File: src/rtl/spm_pkg.sv
`timescale 1ns/1ps
package spm_pkg;

  typedef enum logic [2:0] {
    SM_Z     = 3'd0,
    SM_START = 3'd1,
    SM_RUN   = 3'd2,
    SM_BDLY  = 3'd3,
    SM_BRAKE = 3'd4,
    SM_FTRI  = 3'd5,
    SM_THERM = 3'd6
  } spm_mode_e;

  typedef struct packed {
    logic slew;
    logic ilim;
    logic bemf3;
    logic from_cnt;
    logic tri_st;
    logic brake;
    logic park_start;
    logic park_end;
    logic brake_start;
  } spm_ctl_t;

endpackage

File: src/rtl/spm_edge.sv
`timescale 1ns/1ps
module spm_edge (
  input  logic clk,
  input  logic rst_n,
  input  logic spin_clk,
  output logic spin_rise
);
  logic spin_q;

  always_ff @(posedge clk) begin
    if (!rst_n) spin_q <= 1'b0;
    else        spin_q <= spin_clk;
  end

  assign spin_rise = spin_clk & ~spin_q;

  // one event per spindle edge, never two cycles in a row
  assert_edge_single_R1: assert property (@(posedge clk) disable iff (!rst_n)
    spin_rise |=> !spin_rise);
endmodule

File: src/rtl/spm_arm.sv
`timescale 1ns/1ps
module spm_arm (
  input  logic clk,
  input  logic rst_n,
  input  logic clr,
  input  logic reg_start,
  input  logic start_wr,
  input  logic pre_wr,
  input  logic sp_en,
  output logic armed
);
  logic start_seen, pre_seen, en_low_seen, en_pulsed;

  always_ff @(posedge clk) begin
    if (!rst_n || clr) begin
      start_seen  <= 1'b0;
      pre_seen    <= 1'b0;
      en_low_seen <= 1'b0;
      en_pulsed   <= 1'b0;
    end else begin
      if (start_wr && reg_start) start_seen <= 1'b1;
      if (pre_wr)                pre_seen   <= 1'b1;
      if (!sp_en)                en_low_seen <= 1'b1;
      if (en_low_seen && sp_en)  en_pulsed  <= 1'b1;
    end
  end

  assign armed = start_seen & pre_seen & en_pulsed & reg_start;

  // clearing on entry to idle drops the arm conditions
  assert_clear_disarms_R3: assert property (@(posedge clk) disable iff (!rst_n)
    clr |=> !armed);
endmodule

File: src/rtl/spm_bdly.sv
`timescale 1ns/1ps
module spm_bdly #(
  parameter int CNT_W = 7
) (
  input  logic clk,
  input  logic rst_n,
  input  logic in_bd,
  input  logic zc,
  output logic done
);
  localparam logic [CNT_W-1:0] LAST = {CNT_W{1'b1}};

  logic [CNT_W-1:0] cnt;

  always_ff @(posedge clk) begin
    if (!rst_n || !in_bd) begin
      cnt  <= '0;
      done <= 1'b0;
    end else if (zc && !done) begin
      if (cnt == LAST) done <= 1'b1;
      else             cnt  <= cnt + 1'b1;
    end
  end

  assert_count_step_R7: assert property (@(posedge clk) disable iff (!rst_n)
    (in_bd && zc && !done && cnt != LAST) |=> (cnt == $past(cnt) + 1'b1 || !$past(in_bd)));

  assert_clear_on_exit_R9: assert property (@(posedge clk) disable iff (!rst_n)
    !in_bd |=> (cnt == '0 && !done));
endmodule

File: src/rtl/spm_fsm.sv
`timescale 1ns/1ps
module spm_fsm
  import spm_pkg::*;
(
  input  logic      clk,
  input  logic      rst_n,
  input  logic      spin_rise,
  input  logic      armed,
  input  logic      bd_done,
  input  logic      pre_ones,
  input  logic      sp_en,
  input  logic      brake_req,
  input  logic      por_flt,
  input  logic      uv_flt,
  input  logic      therm_shut,
  input  logic      therm_warn,
  output spm_mode_e st,
  output logic      z_clear
);
  spm_mode_e nxt;
  logic      pwr_flt;

  assign pwr_flt = por_flt | uv_flt;

  always_comb begin
    nxt = st;
    if (spin_rise) begin
      if (therm_shut) begin
        nxt = SM_THERM;
      end else if (pwr_flt && st != SM_BDLY && st != SM_BRAKE && st != SM_THERM) begin
        nxt = SM_BDLY;
      end else begin
        case (st)
          SM_Z:     if (armed) nxt = SM_START;
          SM_START: begin
            if (brake_req)       nxt = SM_BDLY;
            else if (therm_warn) nxt = SM_FTRI;
            else if (!sp_en)     nxt = SM_Z;
            else if (pre_ones)   nxt = SM_RUN;
          end
          SM_RUN: begin
            if (brake_req)       nxt = SM_BDLY;
            else if (therm_warn) nxt = SM_FTRI;
            else if (!sp_en)     nxt = SM_Z;
            else if (!pre_ones)  nxt = SM_START;
          end
          SM_BDLY:  if (bd_done) nxt = SM_BRAKE;
          SM_BRAKE: if (!brake_req && !pwr_flt) nxt = SM_Z;
          SM_FTRI:  if (!therm_warn) nxt = SM_Z;
          SM_THERM: nxt = SM_Z;
          default:  nxt = SM_Z;
        endcase
      end
    end
  end

  assign z_clear = spin_rise && (nxt == SM_Z) && (st != SM_Z);

  always_ff @(posedge clk) begin
    if (!rst_n) st <= SM_Z;
    else        st <= nxt;
  end

  assert_hold_without_edge_R1: assert property (@(posedge clk) disable iff (!rst_n)
    !spin_rise |=> $stable(st));

  assert_brake_after_count_R7: assert property (@(posedge clk) disable iff (!rst_n)
    (st == SM_BRAKE && $past(st) == SM_BDLY) |-> $past(bd_done));

  assert_thermal_wins_R10: assert property (@(posedge clk) disable iff (!rst_n)
    (spin_rise && therm_shut) |=> st == SM_THERM);

  assert_pwr_fault_brakes_R6: assert property (@(posedge clk) disable iff (!rst_n)
    (spin_rise && !therm_shut && pwr_flt && (st == SM_Z || st == SM_START || st == SM_RUN))
      |=> st == SM_BDLY);

  assert_idle_exit_armed_R3: assert property (@(posedge clk) disable iff (!rst_n)
    (st == SM_START && $past(st) == SM_Z) |-> $past(armed));
endmodule

File: src/rtl/spm_dec.sv
`timescale 1ns/1ps
module spm_dec
  import spm_pkg::*;
(
  input  spm_mode_e st,
  input  logic      bd_done,
  output spm_ctl_t  ctl
);
  always_comb begin
    ctl       = '0;
    ctl.bemf3 = 1'b1;
    case (st)
      SM_Z:     ctl.tri_st = 1'b1;
      SM_START: ctl.ilim   = 1'b1;
      SM_RUN: begin
        ctl.slew     = 1'b1;
        ctl.bemf3    = 1'b0;
        ctl.from_cnt = 1'b1;
      end
      SM_BDLY: begin
        ctl.tri_st     = 1'b1;
        ctl.bemf3      = 1'b0;
        ctl.park_start = 1'b1;
        ctl.park_end   = bd_done;
      end
      SM_BRAKE: begin
        ctl.brake       = 1'b1;
        ctl.park_start  = 1'b1;
        ctl.park_end    = 1'b1;
        ctl.brake_start = 1'b1;
      end
      default:  ctl.tri_st = 1'b1;
    endcase
  end

  always_comb begin
    assert_drv_exclusive_R8: assert (!(ctl.tri_st && ctl.brake));
    assert_slew_vs_limit_R5: assert (!(ctl.slew && ctl.ilim));
  end
endmodule

File: src/rtl/spindle_mode_seq.sv
`timescale 1ns/1ps
module spindle_mode_seq
  import spm_pkg::*;
#(
  parameter int DLY_W = 7
) (
  input  logic       clk,
  input  logic       rst_n,
  input  logic       reg_start,
  input  logic       start_wr,
  input  logic       pre_wr,
  input  logic       pre_ones,
  input  logic       sp_en,
  input  logic       brake_req,
  input  logic       por_flt,
  input  logic       uv_flt,
  input  logic       therm_shut,
  input  logic       therm_warn,
  input  logic       spin_clk,
  input  logic       zc_a_fall,
  output logic [2:0] mode,
  output logic       slew_en,
  output logic       ilim_en,
  output logic       bemf_3ph,
  output logic       drv_from_cnt,
  output logic       drv_tristate,
  output logic       drv_brake,
  output logic       st_park_start,
  output logic       st_park_end,
  output logic       st_brake_start
);
  logic      spin_rise, armed, z_clear, bd_done;
  spm_mode_e st;
  spm_ctl_t  ctl;

  spm_edge u_edge (
    .clk(clk), .rst_n(rst_n), .spin_clk(spin_clk), .spin_rise(spin_rise)
  );

  spm_arm u_arm (
    .clk(clk), .rst_n(rst_n), .clr(z_clear), .reg_start(reg_start),
    .start_wr(start_wr), .pre_wr(pre_wr), .sp_en(sp_en), .armed(armed)
  );

  spm_bdly #(.CNT_W(DLY_W)) u_bdly (
    .clk(clk), .rst_n(rst_n), .in_bd(st == SM_BDLY), .zc(zc_a_fall), .done(bd_done)
  );

  spm_fsm u_fsm (
    .clk(clk), .rst_n(rst_n), .spin_rise(spin_rise), .armed(armed),
    .bd_done(bd_done), .pre_ones(pre_ones), .sp_en(sp_en),
    .brake_req(brake_req), .por_flt(por_flt), .uv_flt(uv_flt),
    .therm_shut(therm_shut), .therm_warn(therm_warn),
    .st(st), .z_clear(z_clear)
  );

  spm_dec u_dec (.st(st), .bd_done(bd_done), .ctl(ctl));

  assign mode           = st;
  assign slew_en        = ctl.slew;
  assign ilim_en        = ctl.ilim;
  assign bemf_3ph       = ctl.bemf3;
  assign drv_from_cnt   = ctl.from_cnt;
  assign drv_tristate   = ctl.tri_st;
  assign drv_brake      = ctl.brake;
  assign st_park_start  = ctl.park_start;
  assign st_park_end    = ctl.park_end;
  assign st_brake_start = ctl.brake_start;
endmodule

File: config.mk
export PLATFORM = sky130hd
export DESIGN_NAME = spindle_mode_seq
export DESIGN_NICKNAME = d
export VERILOG_FILES = /design/src/rtl/spm_pkg.sv /design/src/rtl/spm_edge.sv /design/src/rtl/spm_arm.sv /design/src/rtl/spm_bdly.sv /design/src/rtl/spm_fsm.sv /design/src/rtl/spm_dec.sv /design/src/rtl/spindle_mode_seq.sv
export SDC_FILE = /design/constraint.sdc
export NUM_CORES = 1
export LEC_CHECK = 0
export ABC_AREA = 1
export BUFFER_PORTS_ARGS = -buffer_cell sky130_fd_sc_hd__buf_2
export CORE_MARGIN = 2
export CORE_UTILIZATION = 51
export CTS_CLUSTER_DIAMETER = 100
export CTS_CLUSTER_SIZE = 25
export DETAILED_ROUTE_END_ITERATION = 8
export PLACE_DENSITY = 0.86
export SETUP_SLACK_MARGIN = 0.5
export SLEW_MARGIN = 20
export SYNTH_ARGS = -nofsm -noshare
export SYNTH_HDL_FRONTEND = slang
export SYNTH_SLANG_ARGS = --single-unit
export TNS_END_PERCENT = 50
File: constraint.sdc
create_clock -name clk -period 1.65 [get_ports clk]
set_input_delay 0.0825 -clock clk [delete_from_list [all_inputs] [get_ports clk]]
set_output_delay 0.0825 -clock clk [all_outputs]
set_load 0.01 [all_outputs]
Word-level counts from Yosys, hierarchy flattened

Index checks and enable logic that the tools add are counted.

Add/sub/neg operators: 1
Eq/ne operators: 9
Reduce and logical (&&, ||, !) cells: 23
Muxes and demuxes: 22
Bitwise gates (word level): 7

Operator list:

| kind                                                                     | count |
|---|---|
| 3-bit two-way mux                                                        | 15 |
| 3-bit case mux with 6 select lines                                       | 1 |
| 1-bit logical AND                                                        | 9 |
| 7-bit by 1-bit adder with 7-bit output (second input constant)           | 1 |
| 7-bit == test (second input constant)                                    | 1 |
| 3-bit by 2-bit == test with 1-bit output (second input constant)         | 2 |
| 3-bit == test (second input constant)                                    | 2 |
| 3-bit zero test                                                          | 2 |
| 3-bit inequality test (second input constant)                            | 2 |
| 1-bit zero test                                                          | 5 |
| 1-bit two-way mux                                                        | 5 |
| 1-bit bitwise AND                                                        | 4 |
| 2-bit case mux with 2 select lines                                       | 1 |
| 2-bit AND reduction                                                      | 2 |
| 3-bit by 1-bit == test with 1-bit output (second input constant)         | 1 |
| 3-bit by 2-bit inequality test with 1-bit output (second input constant) | 1 |
| 3-bit nonzero test                                                       | 1 |
| 3-bit OR reduction                                                       | 1 |
| 1-bit logical OR                                                         | 2 |
| 1-bit NOT                                                                | 2 |
| 2-bit OR reduction                                                       | 1 |
| 1-bit bitwise OR                                                         | 1 |

Output and inout port bits: 12
Flip-flop bits (word level): 16
Logic and storage cells: 70
Input port bits: 14

Logic depth before layout (Yosys ltp)

Gate-level depths: netlist of run 1.

Word-level depth: 12
Gate-level depth with buffers: 14
Mapped depth without buffers: 13

Hierarchy

From an unflattened synthesis of run 1, not the netlist that was laid out.

Cell total of the unflattened synthesis: 175
Area, all modules: 1,067.3 µm²

Modules (own cells, without submodules):

| module           | seq. area each (µm²) | instances | cells each | area an instance (µm²) |
|---|---|---|---|---|
| spm_bdly         | 160.2                | 1         | 69         | 450.4 |
| spm_fsm          | 60.1                 | 1         | 64         | 350.3 |
| spm_arm          | 80.1                 | 1         | 18         | 138.9 |
| spm_dec          | 0.0                  | 1         | 17         | 80.1 |
| spm_edge         | 20.0                 | 1         | 5          | 37.5 |
| spindle_mode_seq | 0.0                  | 1         | 2          | 10.0 |

Worst setup path before layout of run 1

No wires, ideal clock.

Path type: reg-to-reg
From: register u_fsm.st[1]
To: register u_arm.pre_seen
Library setup time: 109 ps
Cell stages (with the launch flop): 13
Setup slack: 318 ps
Buffers on the path: 1
Clock period less this slack: 1,332 ps
Data required time: 1,541 ps
Data arrival time: 1,223 ps
Cell sequence: dfxtp_1 -> buf_6 -> nand2_1 -> nor2_2 -> nor2_2 -> nor2_2 -> nand3_1 -> nand2_1 -> nand2_1 -> nand2_1 -> nand3_2 -> nand2_1 -> inv_1

Longest elaborated chain between the ends: 12
Elaborated cells between the ends (all ways): 33
Classes of those cells: eq/ne (8); mux (16); reduce/logical (9)

Ends and longest elaborated chain:

| element                                     | RTL line                     | text |
|---|---|---|
| from (decl)                                 | spm_fsm.sv:17                | `output spm_mode_e st,` |
| from (signal assigned)                      | spm_fsm.sv:61                | `else st <= nxt;` |
| 3-bit two-way mux, on equally long branches | spm_fsm.sv:45, spm_fsm.sv:39 |  |
| 3-bit two-way mux, on equally long branches | spm_fsm.sv:44, spm_fsm.sv:38 |  |
| 3-bit two-way mux, on equally long branches | spm_fsm.sv:43, spm_fsm.sv:37 |  |
| 3-bit two-way mux, on equally long branches | spm_fsm.sv:42, spm_fsm.sv:36 |  |
| 3-bit case mux with 6 select lines          | spm_fsm.sv:33                | `case (st)` |
| 3-bit two-way mux                           | spm_fsm.sv:30                | `end else if (pwr_flt && st != SM_BDLY && st != SM_BRAKE && st != SM_THERM) begin` |
| 3-bit two-way mux                           | spm_fsm.sv:28                | `if (therm_shut) begin` |
| 3-bit two-way mux                           | spm_fsm.sv:27                | `if (spin_rise) begin` |
| 3-bit zero test                             | spm_fsm.sv:57                | `assign z_clear = spin_rise && (nxt == SM_Z) && (st != SM_Z);` |
| 1-bit logical AND                           | spm_fsm.sv:57                |  |
| 1-bit logical AND *                         | spm_fsm.sv:57                |  |
| 1-bit logical OR *                          | spm_arm.sv:15                | `if (!rst_n \|\| clr) begin` |
| to (signal assigned)                        | spm_arm.sv:17                | `pre_seen <= 1'b0;` |
| to (signal assigned)                        | spm_arm.sv:22                | `if (pre_wr) pre_seen <= 1'b1;` |
| to (decl)                                   | spm_arm.sv:12                | `logic start_seen, pre_seen, en_low_seen, en_pulsed;` |

Every way passes the cells marked *; elsewhere a longest branch is shown, timed or not.
A chain may end at the register's enable or synchronous reset.

Worst setup path after layout of run 1

From: register u_fsm.st[1]
To: register u_arm.en_pulsed

Longest elaborated chain between the ends: 12
Elaborated cells between the ends (all ways): 33
Classes of those cells: eq/ne (8); mux (16); reduce/logical (9)

Ends and longest elaborated chain:

| element                                     | RTL line                     | text |
|---|---|---|
| 3-bit two-way mux, on equally long branches | spm_fsm.sv:45, spm_fsm.sv:39 |  |
| 3-bit two-way mux, on equally long branches | spm_fsm.sv:44, spm_fsm.sv:38 |  |
| 3-bit two-way mux, on equally long branches | spm_fsm.sv:43, spm_fsm.sv:37 |  |
| 3-bit two-way mux, on equally long branches | spm_fsm.sv:42, spm_fsm.sv:36 |  |
| 3-bit case mux with 6 select lines          | spm_fsm.sv:33                |  |
| 3-bit two-way mux                           | spm_fsm.sv:30                |  |
| 3-bit two-way mux                           | spm_fsm.sv:28                |  |
| 3-bit two-way mux                           | spm_fsm.sv:27                |  |
| 3-bit zero test                             | spm_fsm.sv:57                |  |
| 1-bit logical AND                           | spm_fsm.sv:57                |  |
| 1-bit logical AND *                         | spm_fsm.sv:57                |  |
| 1-bit logical OR *                          | spm_arm.sv:15                |  |
| to (signal assigned)                        | spm_arm.sv:19                | `en_pulsed <= 1'b0;` |
| to (signal assigned)                        | spm_arm.sv:24                | `if (en_low_seen && sp_en) en_pulsed <= 1'b1;` |
| to (decl)                                   | spm_arm.sv:12                |  |

Marked as above.

==> results of run 1 <==
## flip-flops by register name (all words and copies together), names as in the netlist
| register | flops |
|---|---|
| u_arm.pre_seen | 1 |
| u_arm.start_seen | 1 |
| u_bdly.done | 1 |
| u_bdly.cnt | 7 |
| u_fsm.st | 3 |
| u_arm.en_low_seen | 1 |
| u_edge.spin_q | 1 |
| u_arm.en_pulsed | 1 |
## repair_timing
item / 4_1_cts / 5_1_grt
endpoints found under the setup margin: 20 / 23
buffers inserted: 9 / 9
hold buffers: 1 / 0
resized for setup: 26 / 27
endpoints found under the hold margin: 1 / 0
pin swaps: 8 / 15
cloned: 0 / 0
## path summary, 6_finish.rpt
path	start	end	slack [ns]	cells past startpoint
max	u_fsm.st[1]	u_arm.en_pulsed	0.24	11
min	rst_n	u_edge.spin_q	0.02	3
max reg2reg	u_fsm.st[1]	u_arm.en_pulsed	0.24	11
min reg2reg	u_bdly.cnt[5]	u_bdly.cnt[5]	0.51	2
## kinds of logic (layout without fill, tap and decap cells)
group | Yosys count | after routing | share of synthesized area
compound gates | 18 | 18 | 0.0947
xor+xnor | 1 | 1 | 0.00861
fa+ha+maj | 1 | 1 | 0.0123
buf+inv | 38 | 82 | 0.165
flops | 16 | 16 | 0.315
simple gates | 93 | 93 | 0.405
## critical path, cell delays in order, from the launching register on
cell and delay (ns):
dfxtp_4 0.43, inv_2 0.08, nand3_2 0.11, nor2_2 0.06, nor2_1 0.11, nand2_1 0.07
nand2_1 0.07, nand2_1 0.06, nand2_2 0.10, nand3_4 0.11, nand2_2 0.08, inv_2 0.03
## power groups by stage
stage / logic, mW / registers [mW] / clock network [mW]
4_1_cts: 0.230 / 0.432 / 0.265
2_1_floorplan: 0.147 / 0.434 / 0
3_3_place_gp: 0.185 / 0.441 / 0
5_1_grt: 0.315 / 0.437 / 0.284
6_report: 0.286 / 0.433 / 0.263
3_5_place_dp: 0.192 / 0.442 / 0
## layer usage
metal  up-vias  part of all wire  track usage
met5         -                 0            0
met4         0             0.030        0.110
met3        10             0.053       0.0340
met2        58              0.50        0.434
met1       561              0.42        0.263
li1        595                 -            -
## through the flow
stage                      util  instance area [um2]
after detailed placement  0.613                 1180
after global placement    0.613                 1180
after floorplan               -                 1060
after CTS                 0.712                 1370
final                     0.794                 1530
after global routing      0.794                 1530
## layout by cell type (no fill, tap or decap), types with 3 or more instances in the layout
master / n
nor2_1: 16
inv_4: 3
inv_2: 5
buf_4: 14
inv_1: 26
dfxtp_1: 9
nand3_4: 4
nand3_2: 6
buf_2: 23
buf_6: 6
nand2_2: 11
clkbuf_4: 3
dfxtp_4: 5
nand3_1: 4
nand2_1: 38
nor2_2: 5
a21oi_1: 9
## layout make-up
| cell class | count | share of cell area |
|---|---|---|
| multi-input cells | 113 | 0.446 |
| flip-flops and latches | 16 | 0.224 |
| inverters | 34 | 0.0886 |
| clock buffers | 4 | 0.0238 |
| well taps | 27 | 0.0221 |
| repair buffers | 44 | 0.195 |
==> metrics.txt, run 1 <==
Fin. Hold Viols 0; sequential share of power 0.442; DR vias 1224; pin count of the biggest net entering global routing 10; Worst-Skew Late Latency 0.29 ns; initial antenna violation count 0; Die H 48.7 um; DRC violations left 0; Core ar. 1920 um2; Worst Setup End Kind flop; setup_tns 0 ns; Tcrit/Tclk final 0.853; Final GP Congestion 0.923; Synth Net Count 182; post-synth cell types 22; placed insts 215; Clock Tree Buf Depth 2; Lkg Pwr 0.775 nW; die area 2370 um2; Design Power 0.982 mW; area grow syn2layout 49.9%; multi-input logic area 681 um2; Post-Place Setup Slack 0.230 ns; Most used DFF post-synth dfxtp_1; first-pass GRT wire length 4.53 mm; max-slew violation count 0; Slew headroom 0.784; Fillers 119; Pre-antenna DRT Iters 5; RSZ-0062 raised after global routing true; Cells after Synth 167; Least-Margin Pin Slew 0.323 ns; nets@finish 227; fin cells 238; input/output buffers 25; switching power share of the total 0.320; Final setup viols 0; most numerous cell in the Yosys netlist nand2_1; clock sinks 16; Initial Util 0.529; final hold slack 0.0188 ns; vias in the first global route 1138; crit path launch type flop; Worst VDD drop 589 uV; internal power 0.668 mW; layout cell share with drive strength beyond 1 0.474; syn_area_per_cell 6.09 um2; final WL 3.12 mm; Layout Skew 0.00556 ns; Gate power share 0.291; grt total ovfl 0; number of flops mapped to enable cells by yosys 0; FP Rows 16; post-route antenna net violation count 0; Max Cap Viol 0; Reg clk slew, reported paths 0.10 ns; highest clock rate 0.710 GHz; drt initial violations 26; Syn Std Cell Area 1020 um2; Syn. warnings 0; sequential cell area 342 um2; GRT Total Usage 0.235; flops & latches, synth 16; Min Clock Period, post-route 1.41 ns; post-route setup slack 0.242 ns; WP data arrival 1.60 ns; pwr dens 644 nW/um2; I/O Pins 26; Hold Crit Class in -> reg; Die X 48.7 um; root buffer cell clkbuf_4; vias per cell 5.14; routed len/inst 13.1 um; Diodes inserted 0; Post-DP HPWL 1.69 mm; CTS buffer count 3; Sw Pwr 0.314 mW; Post-synth ARST share 0; worst-path maximum fanout 7; Synth area leaders dfxtp_1, nand2_1, inv_1; area fraction of the dominant cell type after synthesis 0.315; outcome finished clean; CP required 1.84 ns; power share of the clock group 0.268; Synth top cells by count nand2_1, inv_1, nor2_1; H-Tree Depth 1; TritonCTS clock tree built; register area share after synthesis 0.315; Yosys top cell by area dfxtp_1; critical path type reg -> reg
Power figures use the tool's default switching activity.
==> inputs of run 2 (changes only) <==
CELL_PAD_IN_SITES_DETAIL_PLACEMENT = 0   (was default)
CELL_PAD_IN_SITES_GLOBAL_PLACEMENT = 1   (was default)
CORE_ASPECT_RATIO = 0.5   (was default)
CORE_UTILIZATION = 31   (was 51)
PLACE_DENSITY = 0.82   (was 0.86)
clock period = 1.16 ns   (was 1.65 ns; I/O delays follow)
==> metrics.txt, run 2 (synthesis results as in run 1) <==
outcome complete, but fails checks; failing checks hold timing, setup timing; Least-Margin Pin Slew 0.215 ns (-0.109 ns); FP Rows 14 (-2); die area 3780 um2 (+60%); fin util 0.574 (-0.219); final hold slack -0.00113 ns (-0.0199 ns); input/output buffers 25 (unchanged); crit path launch type flop; highest clock rate 0.739 GHz; WP data arrival 1.30 ns (-0.30 ns); Max Cap Viol 0 (unchanged); H-Tree Depth 1 (unchanged); WL met3 91 um (-45%); setup_tns -2.04 ns (-2.04 ns); vias in the first global route 1074 (-5.6%); Pre-antenna DRT Iters 4 (-1); placed insts 252 (+17%); Post-DP HPWL 1.90 mm (+13%); RSZ-0062 raised after global routing true; Final setup viols 19 (+19); DRC violations left 0 (unchanged); Die X 85.0 um (+75%); Worst-Skew Late Latency 0.25 ns (-0.04 ns); I/O Pins 26 (unchanged); post-route antenna net violation count 0 (unchanged); initial antenna violation count 0 (unchanged); Hold Crit Class in -> reg; final WL 2.93 mm (-6.0%); Diodes inserted 0 (unchanged); top routing layer in use met4; Layout Skew 0.00130 ns (-0.00426 ns); Reg clk slew, reported paths 0.07 ns (-0.03 ns); max FFs per register 7 (unchanged); Lkg Pwr 0.911 nW (+18%); routed len/inst 10.9 um (-17%); CP max-delay cell dfxtp_4; critical path type reg -> out; Worst Setup End Kind primary output; pwr dens 885 nW/um2 (+38%); CP peak stage delay 0.43 ns (about the same); GRT Total Usage 0.146 (-0.0891); Top reg by flops u_bdly.cnt; Clock Tree Buf Depth 2 (unchanged); Fin. Hold Viols 1 (+1); post-route setup slack -0.194 ns (-0.436 ns); Die H 44.5 um (-8.5%); Fillers 290 (+140%); Initial Util 0.332 (-0.197); layout cell share with drive strength beyond 1 0.524 (+0.0501); Tcrit/Tclk final 1.17; Final GP Congestion 0.852 (-7.7%); Routed met2 length 1.58 mm (+1.8%); TritonCTS clock tree built; DR vias 1188 (-2.9%); first-pass GRT wire length 4.43 mm (-2.1%); max-slew violation count 0 (unchanged); grt total ovfl 0 (unchanged); Top Registers u_bdly.cnt (7), u_fsm.st (3); commonest non-fill, non-tap cell in the layout nand2_1; final instance area 1760 um2 (+15%); Worst VDD drop 557 uV (-5.3%); M1 wire length 1.21 mm (-7.4%); Slew headroom 0.857 (+0.0730); worst-path maximum fanout 6 (-1); fin cells 269 (+13%); Post-Place Setup Slack -0.201 ns (-0.432 ns); CP required 1.10 ns (-0.74 ns); Design Power 1.56 mW (+59%); Min Clock Period, post-route 1.35 ns; drt initial violations 36 (+38%); nets@finish 245 (+7.9%); most frequent cells in the layout nand2_1, buf_4, inv_1; Core ar. 3070 um2 (+60%); clock sinks 16 (unchanged); area grow syn2layout 73.1%; pin count of the biggest net entering global routing 10 (unchanged); CTS buffer count 3 (unchanged); CP Cell Sequence inv_4 > nand3_2 > inv_2 > buf_6 > nor3_2 > buf_2; root buffer cell clkbuf_8; vias per cell 4.42 (-14%); Placement Cell Area 1400 um2 (+19%)
## run 2: area by class of cell
cell class	count	area, um2	share of cell area
clock buffer	4	55.1	0.0313
inverter	34	140	0.0796
multi-input combinational	113	703	0.399
sequential	16	337	0.191
tap	40	50.0	0.0284
timing repair buffer	62	475	0.270
## run 2: path summary, 6_finish.rpt
kind                         end  slack [ns]  cells past startpoint           from
setup / recovery    drv_tristate       -0.19                      6    u_fsm.st[0]
hold / removal     u_edge.spin_q      -0.001                      3       spin_clk
setup reg to reg  u_arm.pre_seen       -0.18                     10    u_fsm.st[0]
hold reg to reg    u_bdly.cnt[5]        0.48                      2  u_bdly.cnt[5]
## run 2: report_power, final
group	switching (mW)	internal, mW
clock network	0.202	0.301
logic	0.216	0.217
registers	0.0392	0.583
total	0.457	1.10
## run 2: what timing repair did
item	4_1_cts	5_1_grt
pin swaps	11	10
cloned	0	0
buffers inserted	6	7
hold buffers	0	0
setup endpoints to repair	27	27
resized for setup	23	36
## run 2: worst max-delay path, delay by kind of cell, from the launching register on
family	cells	cell delay, ns
AND/OR/NAND/NOR	2	0.24
flip-flops	1	0.43
buffers and inverters	4	0.37
## run 2: layer usage
metal | global-route usage | up-vias
met5 | 0 | -
met4 | 0.0286 | 0
met3 | 0.0336 | 4
met2 | 0.280 | 16
met1 | 0.172 | 537
li1 | - | 631
==> inputs of run 3 (changes only) <==
CORE_ASPECT_RATIO = default   (was 0.5)
CORE_UTILIZATION = 35   (was 31)
PLACE_DENSITY = 0.87   (was 0.82)
clock period = 1.36 ns   (was 1.16 ns; I/O delays follow)
==> metrics.txt, run 3 (synthesis results as in run 1) <==
Final GP Congestion 0.789 (-7.5%); DR vias 1175 (-1.1%); Layout Skew 0.00738 ns (+0.00608 ns); most frequent cells in the layout nand2_1, inv_1, buf_4; Die X 57.9 um (-32%); Reg clk slew, reported paths 0.09 ns (+0.02 ns); max-slew violation count 0 (unchanged); vias per cell 4.70 (+6.4%); worst r2r src u_fsm.st[1]; pwr dens 686 nW/um2 (-23%); Fillers 263 (-9.3%); FP Rows 19 (+5); layout cell share with drive strength beyond 1 0.493 (-0.0309); Final setup viols 5 (-14); Worst-Skew Late Latency 0.28 ns (+0.03 ns); max FFs per register 7 (unchanged); final WL 2.89 mm (-1.3%); pin count of the biggest net entering global routing 9 (-1); clock sinks 16 (unchanged); Least-Margin Pin Slew 0.274 ns (+0.0600 ns); final hold slack 0.0150 ns (+0.0161 ns); TritonCTS clock tree built; Hold Crit Start rst_n; critical path type reg -> out; first-pass GRT wire length 4.35 mm (-1.7%); Slew headroom 0.816 (-0.0412); vias in the first global route 1066 (-0.74%); Worst Setup End Kind primary output; outcome complete, but fails checks; Min Clock Period, post-route 1.39 ns; Fin. Hold Viols 0 (-1); area grow syn2layout 62.9%; Top reg by flops u_bdly.cnt; highest clock rate 0.720 GHz; Hold Crit Class in -> reg; Worst VDD drop 578 uV (+3.8%); RSZ-0062 raised after global routing true; Placement Cell Area 1250 um2 (-11%); final instance area 1660 um2 (-5.9%); worst-path maximum fanout 7 (+1); Die H 57.9 um (+30%); input/output buffers 25 (unchanged); initial antenna violation count 0 (unchanged); routed len/inst 11.6 um (+6.2%); post-route antenna net violation count 0 (unchanged); Post-DP HPWL 1.84 mm (-3.2%); Pre-antenna DRT Iters 4 (unchanged); fin util 0.601 (+0.0264); GRT Total Usage 0.165 (+0.0193); Diodes inserted 0 (unchanged); DRC violations left 0 (unchanged); Lkg Pwr 0.852 nW (-6.4%); die area 3350 um2 (-11%); Core ar. 2760 um2 (-10%); Clock Tree Buf Depth 2 (unchanged); CTS buffer count 3 (unchanged); post-route setup slack -0.0281 ns (+0.166 ns); grt total ovfl 0 (unchanged); Critical Path Source u_fsm.st[1]; commonest non-fill, non-tap cell in the layout nand2_1; Top Registers u_bdly.cnt (7), u_fsm.st (3); root buffer cell clkbuf_4; crit path launch type flop; H-Tree Depth 1 (unchanged); Initial Util 0.369 (+0.0370); drt initial violations 28 (-22%); CP required 1.29 ns (+0.19 ns); Tcrit/Tclk final 1.02; I/O Pins 26 (unchanged); WP data arrival 1.32 ns (+0.02 ns); nets@finish 236 (-3.7%); failing checks setup timing; Max Cap Viol 0 (unchanged)
## run 3: repair_timing
action,4_1_cts,5_1_grt
setup endpoints to repair,27,27
pin swaps,12,11
endpoints found under the hold margin,1,0
gates resized for setup,21,39
hold buffers,1,0
setup buffers,15,6
## run 3: report_power, final
group | internal [mW] | switching (mW) | leakage, nW | total, mW
Clock | 0.103 | 0.146 | 0.0138 | 0.249
Combinational | 0.180 | 0.185 | 0.702 | 0.366
Sequential | 0.491 | 0.0315 | 0.137 | 0.522
Total | 0.774 | 0.363 | 0.852 | 1.14
## run 3: worst max-delay path, cell delays in order, from the launching register on
cell and delay (ns):
dfxtp_4 0.39, buf_4 0.15, nand3_4 0.09, inv_4 0.04, buf_6 0.11, nor3_2 0.12
buf_2 0.14
## run 3: per-layer routing
| metal | global-route usage | vias to the layer above | part of all wire |
|---|---|---|---|
| li1 | - | 616 | - |
| met1 | 0.207 | 524 | 0.45 |
| met2 | 0.287 | 33 | 0.51 |
| met3 | 0.0179 | 2 | 0.040 |
| met4 | 0.0698 | 0 | 0.0059 |
| met5 | 0 | - | 0 |
## run 3: area by class of cell
cell class / count / area, um2 / share of cell area
Timing Repair Buffer: 53 / 392 / 0.236
Multi-Input combinational cell: 113 / 713 / 0.431
Inverter: 34 / 145 / 0.0876
Tap cell: 31 / 38.8 / 0.0234
Clock buffer: 3 / 22.5 / 0.0136
Sequential cell: 16 / 345 / 0.208
## run 3: final timing paths
check	slack, ns	cells past startpoint	to
worst max-delay path	-0.03	6	drv_tristate
worst min-delay path	0.02	3	u_edge.spin_q
worst max register to register	-0.02	12	u_arm.pre_seen
worst min register to register	0.48	2	u_bdly.cnt[5]
## run 3: per-stage QoR
step                      setup WS, ns  TNS, ns  instances  power [mW]
after floorplan                 0.0776        0        167       0.705
after global placement         -0.0145  -0.0259        225       0.781
after detailed placement       -0.0206  -0.0674        225       0.785
after CTS                      0.00494        0        244        1.10
after global routing            -0.133   -0.763        250        1.20
final                          -0.0281  -0.0858        250        1.14
